**config.mk**
```make
export PLATFORM = sky130hd
export DESIGN_NAME = membus_ctrl
export DESIGN_NICKNAME = d
export VERILOG_FILES = /design/src/rtl/membus_pkg.sv /design/src/rtl/membus_cfg.sv /design/src/rtl/membus_zone_dec.sv /design/src/rtl/membus_lane.sv /design/src/rtl/membus_seq.sv /design/src/rtl/membus_ctrl.sv
export SDC_FILE = /design/constraint.sdc
export NUM_CORES = 1
export LEC_CHECK = 0
export CORE_MARGIN = 2
export CORE_UTILIZATION = 35
export DETAILED_ROUTE_END_ITERATION = 10
export PLACE_DENSITY = 0.67
export SYNTH_ARGS = -nofsm -noshare
export SYNTH_HDL_FRONTEND = slang
export SYNTH_SLANG_ARGS = --single-unit
export TNS_END_PERCENT = 1
```
**constraint.sdc**
```tcl
create_clock -name clk -period 1.8 [get_ports clk]
set_clock_uncertainty 0.15 [all_clocks]
set_input_delay 0.36 -clock clk [delete_from_list [all_inputs] [get_ports clk]]
set_output_delay 0.36 -clock clk [all_outputs]
set_load 0.01 [all_outputs]
```
**src/rtl/membus_pkg.sv**
```systemverilog
package membus_pkg;

    localparam int AW    = 16;
    localparam int DW    = 16;
    localparam int BW    = 8;
    localparam int NLANE = DW / BW;
    localparam int NZONE = 3;

    typedef enum logic [1:0] {
        ZN_MEM0 = 2'd0,
        ZN_MEM1 = 2'd1,
        ZN_IO   = 2'd2
    } zone_e;

    typedef enum logic [1:0] {
        CFG_WTIME = 2'd0,
        CFG_Z0    = 2'd1,
        CFG_Z1    = 2'd2,
        CFG_IO    = 2'd3
    } cfg_idx_e;

    // Latched description of one core access
    typedef struct packed {
        logic          we;
        logic          two;
        logic          wide;
        zone_e         zone;
        logic [1:0]    len;
        logic [AW-1:0] addr;
        logic [DW-1:0] wdata;
    } acc_t;

    // Bus-facing view of the current byte/word beat
    typedef struct packed {
        logic [AW-1:0]    addr;
        logic [DW-1:0]    dout;
        logic [NLANE-1:0] doe;
        logic [DW-1:0]    rcap;
    } beat_t;

    // Clocks per bus cycle for the chosen timing
    function automatic logic [1:0] cyc_len(logic we, logic late, logic fast);
        if (we)
            return late ? 2'd2 : 2'd3;
        return fast ? 2'd1 : 2'd2;
    endfunction

endpackage

```
**src/rtl/membus_cfg.sv**
```systemverilog
module membus_cfg
    import membus_pkg::*;
(
    input  logic             clk,
    input  logic             rst,
    input  logic             cfg_wr,
    input  logic [1:0]       cfg_idx,
    input  logic             cfg_val,
    output logic             wr_late,
    output logic [NZONE-1:0] rd_fast
);

    always_ff @(posedge clk) begin
        if (rst)
            wr_late <= 1'b0;
        else if (cfg_wr && cfg_idx == CFG_WTIME)
            wr_late <= cfg_val;
    end

    for (genvar gz = 0; gz < NZONE; gz++) begin : g_zone
        localparam logic [1:0] MY_IDX = 2'(gz + 1);
        logic fast_q;
        always_ff @(posedge clk) begin
            if (rst)
                fast_q <= 1'b0;
            else if (cfg_wr && cfg_idx == MY_IDX)
                fast_q <= cfg_val;
        end
        assign rd_fast[gz] = fast_q;
    end

endmodule

```
**src/rtl/membus_zone_dec.sv**
```systemverilog
module membus_zone_dec
    import membus_pkg::*;
#(
    parameter logic [AW-1:0] Z1_BASE = 16'h4000,
    parameter int            Z1_BITS = 14,
    parameter logic [AW-1:0] IO_BASE = 16'h8000,
    parameter int            IO_BITS = 8
) (
    input  logic [AW-1:0] addr,
    output zone_e         zone
);

    logic hit_io, hit_z1;

    assign hit_io = (addr[AW-1:IO_BITS] == IO_BASE[AW-1:IO_BITS]);
    assign hit_z1 = (addr[AW-1:Z1_BITS] == Z1_BASE[AW-1:Z1_BITS]);

    // I/O window wins over zone 1; everything else falls to zone 0
    always_comb begin
        if (hit_io)
            zone = ZN_IO;
        else if (hit_z1)
            zone = ZN_MEM1;
        else
            zone = ZN_MEM0;
    end

endmodule

```
**src/rtl/membus_lane.sv**
```systemverilog
module membus_lane
    import membus_pkg::*;
(
    input  acc_t          acc,
    input  logic          beat,
    input  logic [DW-1:0] din,
    output beat_t         bt
);

    always_comb begin
        bt      = '0;
        bt.addr = acc.addr;
        if (acc.wide) begin
            if (acc.two) begin
                bt.addr[0] = 1'b0;
                bt.dout    = acc.wdata;
                bt.doe     = '1;
                bt.rcap    = din;
            end else if (acc.addr[0]) begin
                bt.dout[DW-1:BW] = acc.wdata[BW-1:0];
                bt.doe           = 2'b10;
                bt.rcap[BW-1:0]  = din[DW-1:BW];
            end else begin
                bt.dout[BW-1:0]  = acc.wdata[BW-1:0];
                bt.doe           = 2'b01;
                bt.rcap[BW-1:0]  = din[BW-1:0];
            end
        end else begin
            bt.doe          = 2'b01;
            bt.rcap[BW-1:0] = din[BW-1:0];
            if (acc.two) begin
                bt.addr[0]      = beat;
                bt.dout[BW-1:0] = beat ? acc.wdata[DW-1:BW] : acc.wdata[BW-1:0];
            end else begin
                bt.dout[BW-1:0] = acc.wdata[BW-1:0];
            end
        end
    end

endmodule

```
**src/rtl/membus_seq.sv**
```systemverilog
module membus_seq
    import membus_pkg::*;
(
    input  logic             clk,
    input  logic             rst,
    input  logic             req,
    input  logic             req_we,
    input  logic             req_two,
    input  logic [AW-1:0]    req_addr,
    input  logic [DW-1:0]    req_wdata,
    input  logic             wide_bus,
    input  logic             wr_late,
    input  logic [NZONE-1:0] rd_fast,
    input  zone_e            zone_in,
    input  beat_t            bt,
    output acc_t             acc,
    output logic             beat,
    output logic             busy,
    output logic             done,
    output logic [DW-1:0]    rdata,
    output logic [AW-1:0]    bus_addr,
    output logic [DW-1:0]    bus_dout,
    output logic [NLANE-1:0] bus_doe,
    output logic             bus_rd,
    output logic             bus_wr,
    output logic [NZONE-1:0] bus_sel
);

    logic          act;
    logic [1:0]    tcnt;
    logic          done_q;
    logic [DW-1:0] rbuf;
    logic          last_t;
    logic          last_b;

    assign last_t = (tcnt == acc.len - 2'd1);
    assign last_b = !(acc.two && !acc.wide) || beat;

    always_ff @(posedge clk) begin
        if (rst) begin
            act    <= 1'b0;
            done_q <= 1'b0;
            beat   <= 1'b0;
            tcnt   <= 2'd0;
            rbuf   <= '0;
            acc    <= '0;
        end else begin
            done_q <= 1'b0;
            if (!act) begin
                if (req) begin
                    acc <= '{we:    req_we,
                             two:   req_two,
                             wide:  wide_bus,
                             zone:  zone_in,
                             len:   cyc_len(req_we, wr_late, rd_fast[zone_in]),
                             addr:  req_addr,
                             wdata: req_wdata};
                    act  <= 1'b1;
                    beat <= 1'b0;
                    tcnt <= 2'd0;
                end
            end else if (last_t) begin
                if (!acc.we) begin
                    if (beat)
                        rbuf[DW-1:BW] <= bt.rcap[BW-1:0];
                    else
                        rbuf <= bt.rcap;
                end
                tcnt <= 2'd0;
                if (last_b) begin
                    act    <= 1'b0;
                    done_q <= 1'b1;
                end else begin
                    beat <= 1'b1;
                end
            end else begin
                tcnt <= tcnt + 2'd1;
            end
        end
    end

    assign busy     = act;
    assign done     = done_q;
    assign rdata    = rbuf;
    assign bus_sel  = act ? (NZONE'(1) << acc.zone) : '0;
    assign bus_rd   = act && !acc.we;
    assign bus_wr   = act && acc.we && (tcnt == 2'd1);
    assign bus_addr = act ? bt.addr : '0;
    assign bus_dout = (act && acc.we) ? bt.dout : '0;
    assign bus_doe  = (act && acc.we) ? bt.doe : '0;

    // one zone select for every clock of an access
    p_one_sel_r6: assert property (@(posedge clk) disable iff (rst)
        busy |-> $countones(bus_sel) == 1);

    // the select does not move within an access
    p_sel_hold_r6: assert property (@(posedge clk) disable iff (rst)
        (busy && $past(busy)) |-> $stable(bus_sel));

    // bus quiet while idle
    p_idle_quiet_r1: assert property (@(posedge clk) disable iff (rst)
        !busy |-> (bus_sel == '0 && !bus_rd && !bus_wr && bus_doe == '0));

    // no read strobe while driving write data
    p_no_rd_in_wr_r3: assert property (@(posedge clk) disable iff (rst)
        (bus_doe != '0) |-> !bus_rd);

    // the write strobe lasts one clock per bus cycle
    p_wr_single_r2: assert property (@(posedge clk) disable iff (rst)
        bus_wr |=> !bus_wr);

    // done is a single pulse that follows a busy clock
    p_done_pulse_r10: assert property (@(posedge clk) disable iff (rst)
        done |=> !done);
    p_done_after_busy_r10: assert property (@(posedge clk) disable iff (rst)
        done |-> (!busy && $past(busy)));

    // the upper lane stays undriven on a narrow bus
    p_narrow_lane_r9: assert property (@(posedge clk) disable iff (rst)
        (busy && !acc.wide) |-> !bus_doe[1]);

endmodule

```
**src/rtl/membus_ctrl.sv**
```systemverilog
module membus_ctrl
    import membus_pkg::*;
#(
    parameter logic [AW-1:0] Z1_BASE = 16'h4000,
    parameter int            Z1_BITS = 14,
    parameter logic [AW-1:0] IO_BASE = 16'h8000,
    parameter int            IO_BITS = 8
) (
    input  logic             clk,
    input  logic             rst,
    input  logic             cfg_wr,
    input  logic [1:0]       cfg_idx,
    input  logic             cfg_val,
    input  logic             wide_bus,
    input  logic             req,
    input  logic             req_we,
    input  logic             req_two,
    input  logic [AW-1:0]    req_addr,
    input  logic [DW-1:0]    req_wdata,
    output logic             busy,
    output logic             done,
    output logic [DW-1:0]    rdata,
    output logic [AW-1:0]    bus_addr,
    output logic [DW-1:0]    bus_dout,
    output logic [NLANE-1:0] bus_doe,
    input  logic [DW-1:0]    bus_din,
    output logic             bus_rd,
    output logic             bus_wr,
    output logic [NZONE-1:0] bus_sel
);

    logic             wr_late;
    logic [NZONE-1:0] rd_fast;
    zone_e            zone_in;
    acc_t             acc;
    logic             beat;
    beat_t            bt;

    membus_cfg u_cfg (
        .clk     (clk),
        .rst     (rst),
        .cfg_wr  (cfg_wr),
        .cfg_idx (cfg_idx),
        .cfg_val (cfg_val),
        .wr_late (wr_late),
        .rd_fast (rd_fast)
    );

    membus_zone_dec #(
        .Z1_BASE (Z1_BASE),
        .Z1_BITS (Z1_BITS),
        .IO_BASE (IO_BASE),
        .IO_BITS (IO_BITS)
    ) u_dec (
        .addr (req_addr),
        .zone (zone_in)
    );

    membus_lane u_lane (
        .acc  (acc),
        .beat (beat),
        .din  (bus_din),
        .bt   (bt)
    );

    membus_seq u_seq (
        .clk       (clk),
        .rst       (rst),
        .req       (req),
        .req_we    (req_we),
        .req_two   (req_two),
        .req_addr  (req_addr),
        .req_wdata (req_wdata),
        .wide_bus  (wide_bus),
        .wr_late   (wr_late),
        .rd_fast   (rd_fast),
        .zone_in   (zone_in),
        .bt        (bt),
        .acc       (acc),
        .beat      (beat),
        .busy      (busy),
        .done      (done),
        .rdata     (rdata),
        .bus_addr  (bus_addr),
        .bus_dout  (bus_dout),
        .bus_doe   (bus_doe),
        .bus_rd    (bus_rd),
        .bus_wr    (bus_wr),
        .bus_sel   (bus_sel)
    );

endmodule

```
# Word level (Yosys, flattened, before mapping)

Cells that the tools add are included.

$add $sub $neg: 2
$lt $le $gt $ge: 1
Equality and inequality tests: 9
Shifts and indexed selects: 1
Mux-type cells: 45
Bitwise logic cells: 4
Reduce and logical (&&, ||, !) cells: 19

Operators with widths:

| operator            | number |
|---|---|
| $mux 8              | 11 |
| $mux 16             | 2 |
| $mux 1              | 19 |
| $mux 18             | 1 |
| $mux 2              | 9 |
| $mux 10             | 1 |
| $eq 8x8->1 const B  | 1 |
| $logic_and 1x1->1   | 8 |
| $eq 2x1->1 const B  | 3 |
| $reduce_and 3->1    | 2 |
| $eq 2x2->1 const B  | 2 |
| $ne 2x2->1 const B  | 2 |
| $not 1->1           | 4 |
| $reduce_and 4->1    | 1 |
| $logic_not 1->1     | 3 |
| $lt 2x3->1 const B  | 1 |
| $mux 3              | 1 |
| $reduce_or 3->1     | 1 |
| $shl 1x2->3 const A | 1 |
| $add 2x1->2 const B | 1 |
| $bmux 1 s2          | 1 |
| $eq 2x2->1          | 1 |
| $logic_not 2->1     | 1 |
| $reduce_and 2->1    | 1 |
| other kinds (3)     | 3 |

Flip-flop bits (word level): 64
Input bits: 58
Output and inout bits: 57
Word-level logic and storage cells: 98

# Longest topological paths before layout

Gate-level depths: netlist of the first run.

Depth in word-level cells: 7
Mapped depth: 7
Gate-level depth less buffers: 5

# Hierarchy

From an unflattened synthesis of the first run, not the netlist that was laid out.

Cell total of the unflattened synthesis: 432
Area total of the unflattened synthesis: 3444.6 µm²

By module, submodules not included:

| module          | instances | cells each | area each (µm²) | sequential area each (µm²) |
|---|---|---|---|---|
| membus_seq      | 1         | 321        | 2626.3          | 1201.2 |
| membus_lane     | 1         | 86         | 578.1           | 0.0 |
| membus_cfg      | 1         | 20         | 206.4           | 80.1 |
| membus_zone_dec | 1         | 5          | 33.8            | 0.0 |

# Worst setup path after synthesis of the first run

No wires, ideal clock.

Path kind: register to output
Start point: register, netlist name u_seq.acc[37]
End point: output port bus_dout[0]
Arrival time: 1302 ps
Required time: 1290 ps
Setup slack: -12 ps
Cell stages (with the launch flop): 8
Buffers on the path: 3
Path through: dfxtp_1 buf_2 and3b_1 buf_4 buf_6 nor2_4 a22oi_1 nor2_1

Longest elaborated chain between the ends: 3
Elaborated cells on any way between the ends: 4
Classes of those cells: 4 x mux

Ends and longest elaborated chain:

| what                              | line                                 | source |
|---|---|---|
| $mux 8 or $mux 18 (tied branches) | membus_lane.sv:31, membus_lane.sv:14 |  |
| $mux 10 *                         | membus_lane.sv:13                    | `if (acc.wide) begin` |
| $mux 16 *                         | membus_seq.sv:89                     | `assign bus_dout = (act && acc.we) ? bt.dout : '0;` |
| to (decl)                         | membus_ctrl.sv:24                    | `output logic [DW-1:0] bus_dout,` |

Every way passes the cells marked *; elsewhere a longest branch is shown, timed or not.

# Worst setup path in the final report of the first run

Start point: register, netlist name u_seq.acc[37]
End point: output port bus_dout[3]

Longest elaborated chain between the ends: 3
Elaborated cells on any way between the ends: 4
Classes of those cells: 4 x mux

Ends and longest elaborated chain:

| what                              | line |
|---|---|
| $mux 8 or $mux 18 (tied branches) | membus_lane.sv:31, membus_lane.sv:14 |
| $mux 10 *                         | membus_lane.sv:13 |
| $mux 16 *                         | membus_seq.sv:89 |

Marked as above.

==> flow_summary.yaml, run 1 <==
status:
  status: "complete, but fails checks"
  violations: "setup timing"
logic_synthesis:
  synth_nets: 458
  synthTopCellsByArea: "dfxtp_1 (41%), nand2_1 (10%), a21oi_1 (8.6%)"
  synthTopCellsByCount: "nand2_1 (84), dfxtp_1 (64), a21oi_1 (54)"
  synth.ff_latch_count: 64
  ys.flop_type: "dfxtp_1"
  synth_top_area_share_pct: 40.7
  synth.most_common_cell: "nand2_1"
  syn-cell-area_sq_um: 3150
  seq_area_frac_synth_pct: 40.7
  synth_cell_type_count: 37
  yosys_warnings: 0
  syn_area_per_cell_sq_um: 7.89
  synth_edf_count: 0
  async_reset_ff_share_pct: 0
  syn_inst: 399
  synth_top_area_cell: "dfxtp_1"
min_path:
  hold_class: "register to register"
  hold-path-endpoint: "u_seq.acc[31]"
  min_delay_path_depth: 2
  worstHoldStart: "u_seq.acc[31]"
place:
  numPortBuffers: 114
  dp_cells: 618
  place_area_sq_um: 4520
  place_ws_ns: -0.259
  dpl.hpwl_microns: 6710
  place_congestion: 0.823
timing:
  hold_violations: 0
  setup_slack_ns: -0.236
  setup-violations-final: 17
  relSlewSlack_pct: 71.0
  min_period_ns: 2.04
  rsz0062_at_grt: "true"
  post-route-period-util_pct: 113
  max_freq_mhz: 491
  worst_slew_pin_slew_ns: 0.434
  final_max_slew_viol_count: 0
critical_path:
  endpoint_kind: "output pin"
  cpLargestDelayFamily: "simple AND/OR/NAND/NOR gates"
  worstSetupStartpoint: "u_seq.acc[37]"
  cp_cell_sequence: "and3b_2 -> nor2_4 -> buf_6 -> buf_6 -> a22oi_2 -> nor2_1 -> buf_2"
  r2r_setup_slack_ns: 0.08
  path_buf_inv: 3
  crit_required_ns: 1.29
  arrival_ns: 1.53
  rr_startpoint: "u_seq.busy"
  worst_path_most_repeated_cell: "buf_6"
  critPathMaxFanout: 4
  criticalPathCategory: "register to output pin"
  reg2regPathDepth: 6
  cpPeakStageDelay_ns: 0.34
  reg2reg_to: "u_seq.rdata[14]"
  worst_setup_path_start_kind: "register"
  critPathSlowestCell: "dfxtp_2"
clocking:
  cts.clk_slew.worst_paths_ns: 0.06
  cts_tree: "yes"
  numCtsBuffers: 9
  max-clock-path-buffers: 2
  cts.sinks: 64
  cts_root_buf: "clkbuf_8"
  htree_levels: 3
  clkLatencyLatePin_ns: 0.33
  hold_buffers: 0
pwr:
  power_density_nw_per_um2: 734
  peakVddDrop_uv: 432
  leakage_nw: 1.87
  seqPwrFrac_pct: 45.3
  pwr-share-clk_pct: 37.0
  power.total_mw: 3.43
  cellInternalPower_mw: 2.56
  pwr-share-comb_pct: 17.7
  sw_frac_of_total_pct: 25.4
  p_switching_uw: 872
drt:
  vias: 3342
  drt-wirelength-per-cell_microns: 15.0
  drt_iter0_markers: 166
  firstDrtPassIters: 4
  antenna_left: 0
  vias_per_cell: 5.23
  wirelength_microns: 9570
  drc_errors: 0
floorplanning:
  die_area_sq_um: 9770
  io_pins: 115
  die_w_microns: 98.9
  coreArea_sq_um: 8720
  die_h_microns: 98.9
  start_util_pct: 36.1
  rows: 34
global_route:
  grt_pass1_wl_microns: 15300
  globalRouteTotalUtil_pct: 19.2
  grt_overflow: 0
  grt_max_degree: 65
  grt_pass1_vias: 3142
  antenna_found_initial: 0
finish:
  final_area_sq_um: 4680
  fin_nets: 586
  syn_to_final_growth_pct: 48.5
  drive_gt1_share_pct: 22.0
  fin_cells: 639
  diodes: 0
  final_core_util_pct: 53.6
flow_run:
  max-cap-violations: 0
## area by class of cell
cell class / instances / area (sq um)
Sequential cell: 64 / 1290
Timing Repair Buffer: 149 / 1260
Inverter: 2 / 7.51
Fill cell: 844 / 4040
Clock inverter: 3 / 40.0
Clock buffer: 12 / 165
Multi-Input combinational cell: 301 / 1780
Tap cell: 108 / 135
## cell families (layout without fill, tap and decap cells)
kind of cell / count (synthesis) / after routing / synth area share (%)
adders and majority gates: 1 / 1 / 0.397
xor gates and xnor gates: 1 / 1 / 0.517
buffers and inverters: 34 / 166 / 4.97
and+or+nand+nor: 179 / 179 / 26.2
muxes: 17 / 17 / 5.60
AOI/OAI and AO/OA: 103 / 103 / 21.7
DFF: 64 / 64 / 40.7
## worst min-delay path: cells and delay by family, from the launching register on
kind             cells  cell delay (ns)
AND/OR/NAND/NOR      1             0.05
flip-flops           1             0.31
AO/OA/AOI/OAI        1             0.05
## metal layers
layer	global-route usage, %	share of wire (%)	routed length, microns	vias up
met3	5.25	8.1	778	5
met1	25.5	45	4330	1572
met5	0	0	0	-
met2	30.7	46	4370	113
li1	-	-	-	1652
met4	5.37	0.84	80	0
## sequential cells by signal, summed over array words and instances, names as in the netlist
register             count
u_seq.beat               1
u_cfg.g_zone.fast_q      3
u_seq.rdata             16
u_seq.done               1
u_seq.acc               39
u_seq.tcnt               2
u_seq.busy               1
u_cfg.wr_late            1
## layout by cell type, fill, tap and decap left out, types with 4 or more instances in the layout
cell / Yosys / routed
nor2b_1: 6 / 5
nand2_1: 84 / 83
nand2b_1: 4 / 4
clkbuf_2: 0 / 17
dfxtp_2: 0 / 5
a311oi_1: 8 / 8
a22oi_1: 12 / 4
buf_4: 2 / 27
mux2i_1: 15 / 15
a21oi_1: 54 / 54
buf_6: 2 / 6
clkbuf_8: 0 / 12
a22oi_2: 0 / 8
a221oi_1: 8 / 8
and2_1: 15 / 15
clkdlybuf4s50_1: 0 / 73
nor2_1: 43 / 40
a22o_1: 16 / 16
nor3_1: 9 / 9
dfxtp_1: 64 / 58
buf_2: 5 / 21
## power by group through the flow
stage / Clock (mW) / Sequential, mW / Combinational, mW
global placement: 0 / 1.58 / 0.599
detailed placement: 0 / 1.58 / 0.610
CTS: 1.30 / 1.55 / 0.607
floorplan: 0 / 1.57 / 0.286
global route: 1.39 / 1.56 / 0.666
finish: 1.27 / 1.55 / 0.609
## worst max path at each step
stage	endpoint	cells after the start
finish	bus_dout[3]	7
CTS	bus_dout[3]	7
global placement	bus_dout[0]	5
global route	bus_dout[3]	7
detailed placement	bus_dout[0]	5
floorplan	bus_dout[0]	7
## stage by stage
step | hold slack [ns] | TNS [ns]
floorplan | 0.282 | -0.00205
global placement | 0.289 | -3.84
detailed placement | 0.296 | -4.10
CTS | 0.306 | -2.41
global route | 0.320 | -3.80
finish | 0.303 | -2.27
## repair_timing
action                     CTS  global route
pin swaps                    5             3
cloned                       0             0
setup buffers                5             1
resized for setup          127            38
setup endpoints to repair   53            41
(Power assumes the default switching activity.)
==> inputs of run 2 (changes only) <==
--- a/config.mk
+++ b/config.mk
@@ -6,9 +6,9 @@
 export NUM_CORES = 1
 export LEC_CHECK = 0
 export CORE_MARGIN = 2
-export CORE_UTILIZATION = 35
+export CORE_UTILIZATION = 42
 export DETAILED_ROUTE_END_ITERATION = 10
-export PLACE_DENSITY = 0.67
+export PLACE_DENSITY = 0.78
 export SYNTH_ARGS = -nofsm -noshare
 export SYNTH_HDL_FRONTEND = slang
 export SYNTH_SLANG_ARGS = --single-unit
==> run 2 against run 1 <==
Effect of this change:
- sequential power barely moved
- critical path depth did not move
- sequential cell count unchanged
- first-iteration DRC count is 17% higher
- the flow still finishes with violations (setup timing)
- via count rose by 0.12%
- routed wire length down 4.9%
- largest cell class unchanged
- register-to-register slack got worse by 0.02 ns
- non-clock buffer count down 4
- worst setup slack lost 0.034 ns
- utilization increased by 12 points
- power grew 3.0%
- cell area up 1.1%
==> flow_summary.yaml, run 2 (synthesis gave the netlist of run 1 again) <==
drt:
  drt_iter0_markers: 195
  vias: 3346
  wirelength_microns: 9100
  vias_per_cell: 5.35
  firstDrtPassIters: 4
  drc_errors: 0
  antenna_left: 0
  drt-wirelength-per-cell_microns: 14.5
finish:
  drive_gt1_share_pct: 19.4
  top_register: "u_seq.acc"
  largest_reg_flops: 39
  final_cell_mix: "nand2_1 (82), clkdlybuf4s50_1 (73), dfxtp_1 (60)"
  syn_to_final_growth_pct: 50.1
  diodes: 0
  fill_cells: 631
  mostFrequentLayoutCell: "nand2_1"
  fin_nets: 582
timing:
  relSlewSlack_pct: 71.3
  max_freq_mhz: 483
  hold_violations: 0
  min_period_ns: 2.07
  worst_slew_pin_slew_ns: 0.430
  post-route-period-util_pct: 115
  setup-violations-final: 19
  hold_slack_ns: 0.308
  setup_slack_ns: -0.270
  fin_setup_tns_ns: -2.70
  rsz0062_at_grt: "true"
  final_max_slew_viol_count: 0
global_route:
  grt_pass1_wl_microns: 15000
  grt_pass1_vias: 3173
  globalRouteTotalUtil_pct: 22.1
  grt_overflow: 0
  grt_max_degree: 65
  antenna_found_initial: 0
floorplanning:
  coreArea_sq_um: 7250
  rows: 31
  start_util_pct: 43.4
  die_h_microns: 90.6
  die_w_microns: 90.6
  die_area_sq_um: 8210
  io_pins: 115
clocking:
  hold_buffers: 0
  max-clock-path-buffers: 2
  clkLatencyLatePin_ns: 0.33
  cts.clk_slew.worst_paths_ns: 0.07
  numCtsBuffers: 9
  cts_tree: "yes"
  cts.sinks: 64
  htree_levels: 3
  cts_root_buf: "clkbuf_8"
critical_path:
  cpLargestDelayFamily: "simple AND/OR/NAND/NOR gates"
  worst_path_most_repeated_cell: "buf_6"
  cpPeakStageDelay_ns: 0.32
  critPathSlowestCell: "dfxtp_2"
  path_buf_inv: 3
  endpoint_kind: "output pin"
  worst_setup_path_start_kind: "register"
  critPathMaxFanout: 3
  criticalPathCategory: "register to output pin"
  crit_required_ns: 1.29
  cp_cell_sequence: "and3b_2 -> nor2_4 -> buf_6 -> buf_6 -> a22oi_2 -> nor2_1 -> buf_2"
  arrival_ns: 1.56
status:
  status: "complete, but fails checks"
  violations: "setup timing"
place:
  place_congestion: 0.877
  dpl.hpwl_microns: 6430
  numPortBuffers: 114
pwr:
  power.total_mw: 3.53
  power_density_nw_per_um2: 748
  peakVddDrop_uv: 444
  leakage_nw: 1.87
min_path:
  hold_class: "register to register"
flow_run:
  max-cap-violations: 0
-- run 2: changes by cell type in the layout (fill, tap and decap cells not counted), sizes merged --
cell,previous run,this run
dlygate4sd2,1,2
clkbuf,29,23
bufinv,1,2
buf,56,49
clkinv,2,1
clkdlybuf4s15,2,10
-- run 2: path summary, 6_finish.rpt --
kind | startpoint | slack (ns) | depth (start not counted) | to
min | u_seq.acc[25] | 0.31 | 2 | u_seq.acc[25]
max reg2reg | u_seq.acc[38] | 0.06 | 5 | u_seq.rdata[5]
min reg2reg | u_seq.acc[25] | 0.31 | 2 | u_seq.acc[25]
max | u_seq.acc[36] | -0.27 | 7 | bus_dout[2]
-- run 2: worst min-delay path: stages, from the launching register on --
cell and delay (ns):
dfxtp_1 0.31, nand2_1 0.05, a21oi_1 0.05
-- run 2: final cells by class --
type	count	area, sq um	area share (%)
clock buffer	12	155	3.28
clock inverter	3	65.1	1.38
inverter	2	7.51	0.159
multi-input combinational	301	1770	37.5
sequential	64	1290	27.3
tap	99	124	2.62
timing repair buffer	145	1320	27.8
-- run 2: what timing repair did --
item | 4_1_cts | 5_1_grt
pin swaps | 5 | 2
resized for setup | 118 | 33
setup buffers | 3 | 0
setup endpoints to repair | 49 | 46
-- run 2: per-stage QoR --
| stage | utilization [%] | setup slack [ns] | area, sq um | std cells |
|---|---|---|---|---|
| floorplan | - | -0.00205 | 3170 | 399 |
| global placement | 62.5 | -0.230 | 4540 | 608 |
| detailed placement | 62.5 | -0.261 | 4540 | 608 |
| CTS | 65.3 | -0.271 | 4740 | 626 |
| global route | 65.2 | -0.342 | 4730 | 626 |
| finish | 65.2 | -0.270 | 4730 | 626 |
-- run 2: metal layers --
| layer | track usage [%] | routed length [microns] | vias to the layer above |
|---|---|---|---|
| met5 | 0 | 0 | - |
| met4 | 8.46 | 187 | 0 |
| met3 | 5.93 | 704 | 18 |
| met2 | 36.4 | 4260 | 125 |
| met1 | 27.6 | 3950 | 1561 |
| li1 | - | - | 1642 |
-- run 2: where the power goes --
part           total, mW  switching, mW  internal [mW]
Clock               1.36          0.516          0.846
Combinational      0.619          0.283          0.336
Sequential          1.55         0.0584           1.49
